--- src/rtl/prio_pkg.sv ---
package prio_pkg;

    // Pin polarity selection shared by every module of the encoder
    typedef enum logic {
        POL_HIGH = 1'b0,
        POL_LOW  = 1'b1
    } pin_pol_e;

    // Width of a lane index for a stage of n lanes
    function automatic int unsigned idx_width(input int unsigned n);
        return (n > 1) ? $clog2(n) : 1;
    endfunction

endpackage

--- src/rtl/prio_pin_adapt.sv ---
// Converts between pin polarity and internal active-high logic.
// The mapping is its own inverse, so one module serves inputs and outputs.
module prio_pin_adapt #(
    parameter prio_pkg::pin_pol_e POL = prio_pkg::POL_LOW,
    parameter int unsigned        W   = 1
) (
    input  logic [W-1:0] a_i,
    output logic [W-1:0] y_o
);
    generate
        if (POL == prio_pkg::POL_LOW) begin : g_invert
            assign y_o = ~a_i;
        end else begin : g_pass
            assign y_o = a_i;
        end
    endgenerate
endmodule

--- src/rtl/prio_onehot.sv ---
// Marks the single highest raised lane of an enabled stage.
module prio_onehot #(
    parameter int unsigned N = 8
) (
    input  logic [N-1:0] req_i,
    input  logic         en_i,
    output logic [N-1:0] hot_o
);
    // above_d[i] is set when any lane at index i or higher is raised
    logic [N:0] above_d;

    assign above_d[N] = 1'b0;

    generate
        for (genvar i = 0; i < N; i++) begin : g_lane
            assign above_d[i] = above_d[i+1] | req_i[i];
            assign hot_o[i]   = en_i & req_i[i] & ~above_d[i+1];
        end
    endgenerate

    always_comb begin
        AST_HOT_ONEHOT: assert ($onehot0(hot_o)) else $error("two highest flags");
        AST_HOT_NEEDS_REQ: assert ((hot_o & ~req_i) == '0) else $error("flag without request");
        AST_HOT_PRESENT: assert (!(en_i && (req_i != '0)) || (hot_o != '0)) else $error("request lost");
    end
endmodule

--- src/rtl/prio_stage.sv ---
// One chainable encoding stage: one-hot highest lane, binary code,
// activity and pass-down flags, all active high internally.
module prio_stage #(
    parameter int unsigned N = 8
) (
    input  logic [N-1:0]                          req_i,
    input  logic                                  en_i,
    output logic [prio_pkg::idx_width(N)-1:0]     code_o,
    output logic                                  gs_o,
    output logic                                  eo_o
);
    localparam int unsigned CW = prio_pkg::idx_width(N);

    logic [N-1:0]  hot_d;
    logic [CW-1:0] code_d;
    logic          any_d;

    prio_onehot #(.N(N)) u_hot (
        .req_i (req_i),
        .en_i  (en_i),
        .hot_o (hot_d)
    );

    // Each code bit gathers the flags whose index carries that bit
    generate
        for (genvar b = 0; b < CW; b++) begin : g_bit
            logic [N-1:0] sel_d;
            for (genvar i = 0; i < N; i++) begin : g_sel
                assign sel_d[i] = (((i >> b) & 1) == 1) ? hot_d[i] : 1'b0;
            end
            assign code_d[b] = |sel_d;
        end
    endgenerate

    assign any_d  = |req_i;
    assign code_o = code_d;
    assign gs_o   = en_i & any_d;
    assign eo_o   = en_i & ~any_d;

    always_comb begin
        AST_GS_EO_EXCL: assert (!(gs_o && eo_o)) else $error("busy and idle");
        AST_OFF_QUIET: assert (en_i || (code_o == '0 && !gs_o && !eo_o)) else $error("disabled stage active");
        AST_GS_FOLLOWS_HOT: assert (gs_o == (hot_d != '0)) else $error("activity mismatch");
    end
endmodule

--- src/rtl/prio_enc_cascade.sv ---
// Sixteen-lane encoder built from two chained stages.
module prio_enc_cascade #(
    parameter prio_pkg::pin_pol_e POL   = prio_pkg::POL_LOW,
    parameter int unsigned        LANES = 8
) (
    input  logic [2*LANES-1:0]                    req_i,
    input  logic                                  en_i,
    output logic [prio_pkg::idx_width(LANES):0]   code_o,
    output logic                                  gs_o,
    output logic                                  eo_o
);
    localparam int unsigned CW = prio_pkg::idx_width(LANES);
    localparam int unsigned TW = 2 * LANES;

    logic [TW-1:0] req_d;
    logic          en_d;
    logic [CW-1:0] code_hi_d, code_lo_d;
    logic          gs_hi_d, gs_lo_d, eo_hi_d, eo_lo_d;
    logic [CW:0]   code_d;
    logic          gs_d, eo_d;

    prio_pin_adapt #(.POL(POL), .W(TW)) u_in_req (.a_i(req_i), .y_o(req_d));
    prio_pin_adapt #(.POL(POL), .W(1))  u_in_en  (.a_i(en_i),  .y_o(en_d));

    prio_stage #(.N(LANES)) u_hi (
        .req_i  (req_d[TW-1:LANES]),
        .en_i   (en_d),
        .code_o (code_hi_d),
        .gs_o   (gs_hi_d),
        .eo_o   (eo_hi_d)
    );

    // Lower stage is enabled only by the upper stage's pass-down flag
    prio_stage #(.N(LANES)) u_lo (
        .req_i  (req_d[LANES-1:0]),
        .en_i   (eo_hi_d),
        .code_o (code_lo_d),
        .gs_o   (gs_lo_d),
        .eo_o   (eo_lo_d)
    );

    always_comb begin
        code_d = {gs_hi_d, code_hi_d | code_lo_d};
        gs_d   = gs_hi_d | gs_lo_d;
        eo_d   = eo_lo_d;
    end

    prio_pin_adapt #(.POL(POL), .W(CW+1)) u_out_code (.a_i(code_d), .y_o(code_o));
    prio_pin_adapt #(.POL(POL), .W(1))    u_out_gs   (.a_i(gs_d),   .y_o(gs_o));
    prio_pin_adapt #(.POL(POL), .W(1))    u_out_eo   (.a_i(eo_d),   .y_o(eo_o));

    always_comb begin
        AST_ONE_STAGE_CODE: assert (!((code_hi_d != '0) && (code_lo_d != '0))) else $error("both stages coded");
        AST_LO_HIDDEN: assert (!gs_hi_d || !gs_lo_d) else $error("lower stage active under upper");
        AST_TOP_EXCL: assert (!(gs_d && eo_d)) else $error("top busy and idle");
    end
endmodule

--- config.mk ---
export PLATFORM = sky130hd
export DESIGN_NAME = prio_enc_cascade
export DESIGN_NICKNAME = d
export VERILOG_FILES = /design/src/rtl/prio_pkg.sv /design/src/rtl/prio_pin_adapt.sv /design/src/rtl/prio_onehot.sv /design/src/rtl/prio_stage.sv /design/src/rtl/prio_enc_cascade.sv
export SDC_FILE = /design/constraint.sdc
export NUM_CORES = 1
export LEC_CHECK = 0
export BUFFER_PORTS_ARGS = -buffer_cell sky130_fd_sc_hd__buf_2
export CORE_AREA = 3 3 40 42
export DETAILED_ROUTE_END_ITERATION = 10
export DIE_AREA = 0 0 43 45
export PLACE_DENSITY_LB_ADDON = 0.05
export SYNTH_ARGS = -nofsm -noshare
export SYNTH_HDL_FRONTEND = slang
export SYNTH_SLANG_ARGS = --single-unit
export TNS_END_PERCENT = 1
--- constraint.sdc ---
create_clock -name vclk -period 1.1
set_input_delay 0.22 -clock vclk [all_inputs]
set_output_delay 0.22 -clock vclk [all_outputs]
set_load 0.05 [all_outputs]
==> metrics.md <==
| Metric | Value |
|---|---|
| First-pass detailed-route iteration total | 4 |
| Row Count | 13 |
| Remaining antenna violation count after routing | 0 |
| Longest individual stage delay on the worst path | 0.22 ns |
| Vertical extent of the die | 45 µm |
| Placeable core region | 1280 µm² |
| Initial core utilization | 14.3% |
| Maximum resistive drop on vdd | 0.178 mV |
| Worst setup EP type | output port |
| Sequential share of the synthesized area | 0% |
| Share of layout cells above drive strength 1 | 77.8% |
| Post-route standard cell area excluding fillers | 589 µm² |
| Worst setup path endpoint | code_o[0] |
| Area added between synthesis and finish | 220% |
| Dpl cell area | 415 µm² |
| Req. time, crit path | 0.88 ns |
| Pin slew with the least headroom to its limit | 0.236 ns |
| Number of clock buffers in the layout | 0 |
| Yosys cell types | 19 |
| Total Wirelength | between 800 and 900 µm |
| Final worst path period share | 124% |
| Hpwl dp | 681 µm |
| Synth Area per Inst | 6.81 µm² |
| Via total after detailed routing | between 300 and 400 |
| # Max-Cap Violations | 0 |
| Floorplan die area | ~1900 µm² |
| Cell taking the most area after synthesis | nand4_2 |
| Critical-path top delay cell | a31o_2 |
| Global-route wire length before repair | 1.37 mm |
| Share of the core filled with cells in the final layout | 45.9% |
| Total number of nets in the final design | 82 |
| Inserted Diodes | 0 |
| Cts-stage hold buffer count | 0 |
| Relative slew margins | roughly 84% |
| Tot Pwr | between 200 and 250 µW |
| Highest clock frequency the design can meet | 734 MHz |
| Leakage | roughly 0.00028 µW |
| Min-delay src | en_i |
| Max FO, Critical Path | 2 |
| Gr ovfl total | 0 |
| Setup slack of the critical path after layout | -0.262 ns |
| Total nets after synthesis | 44 |
| DRC Markers | 0 |
| Yosys warning count | 0 |
| Total setup violations reported at the end of the flow | 6 |
| Number of global-route vias before repair | 308 |
| Path type of the worst min-delay path | in -> out |
| Fraction of post-synthesis cell area in the top cell type by area | 20.4% |
| IO Port Bufs | 23 |
| Flip-flop and latch area | 0 µm² |
| Dominant cells by area after synthesis | nand4_2, or2b_1, nand2b_1 |
| Vias per cell | 4.35 |
| Cell Chain, Critical Path | buf_2 > nand2b_1 > a31oi_1 > o21ai_2 > a31o_2 > buf_8 |
| Number of hold-slack violations in the final timing report | 0 |
| Syn Inst Count | 27 |
| All-Layer GR Usage | 8.79% |
| Pwr dens | 366 nW/µm² |
| Unrepaired setup endpoints after global routing | true |
| Launching element type of the critical path | input port |
| Outcome | complete, but fails checks |
| Initial antenna violation count | 0 |
| Routability congestion estimate from global placement | 0.684 |
| Detailed router's first-iteration violation count | 3 |
| Post-synth design cell area | 184 µm² |
| Post-synth top cells | nand2_1, nand4_2 |
| Type of the setup path with the least slack | in -> out |
| Boundary Pins | 23 |
| Detail-routed net length per standard cell | 11.3 µm |
| Largest net degree at the start of global routing | 7 |
| Sum Neg Setup Slack | -1.26 ns |
| Clock period minus worst slack | around 1.4 ns |
| Number of sequential cells in the layout | 0 |
| Final-report max-slew violation count | 0 |
| CP Data Arrival Time | 1.14 ns |
| Violations in the final reports | negative setup slack |
| Width of the chip | 43 µm |
| Critical Path Source | req_i[9] |
repair_timing:
action	CTS	global route
gates resized for setup	23	16
pin swaps	5	6
hold endpoints to repair	0	0
setup endpoints to repair	6	6
buffers inserted	0	2
routing by layer:
layer  vias up  track usage (%)  share of wire [%]
met2        14             16.5                 52
met5         -                0                  0
met3         0             1.20                9.0
met1       144             11.4                 39
li1        181                -                  -
met4         0                0                  0
cell type report:
cell class / instances / area, µm²
fill: 141 / 696
timing repair buffer: 36 / 319
multi-input combinational: 26 / 248
tap: 15 / 18.8
inverter: 1 / 3.75
where the power goes:
group / internal, µW / switching [µW] / total [µW]
Combinational: 113 / 103 / 216
Clock: 0 / 0 / 0
Sequential: 0 / 0 / 0
Total: 113 / 103 / 216
worst max-delay path, delay by kind of cell:
kind                   cells  cell delay, ns
buffers and inverters      2            0.27
and+or+nand+nor            1            0.15
AOI/OAI and AO/OA          3            0.50
per-stage QoR:
step	std cells	worst slack, ns	hold slack [ns]
after floorplan	27	-0.110	0.626
after global placement	76	-0.356	0.906
after detailed placement	76	-0.398	0.916
after CTS	76	-0.308	0.839
after global routing	78	-0.310	0.862
final	78	-0.262	0.837
cells in the final DEF, fill, tap and decap left out, drive strengths merged:
cell | synthesis | layout
buf | 0 | 36
nand4 | 4 | 4
nand2 | 3 | 3
or2b | 2 | 2
or2 | 2 | 2
a21oi | 2 | 2
nand2b | 2 | 2
o21ai | 2 | 2
inv | 1 | 1
o2111ai | 1 | 1
a31oi | 1 | 1
a31o | 1 | 1
nor2 | 1 | 1
nand3 | 1 | 1
a41o | 1 | 1
and2b | 1 | 1
o21bai | 1 | 1
nor4 | 1 | 1
worst min path at each step:
stage	to	slack [ns]	cells past startpoint
6_report	gs_o	0.84	3
5_1_grt	gs_o	0.86	3
4_1_cts	gs_o	0.84	3
3_5_place_dp	code_o[1]	0.92	3
3_3_place_gp	code_o[1]	0.91	3
2_1_floorplan	gs_o	0.63	1
logic make-up after synthesis:
group,share of synthesized area (%)
AND/OR/NAND/NOR,64.6
AO/OA/AOI/OAI,33.3
buffers and inverters,2.04
Note: power is estimated with default switching activity, not from simulation.
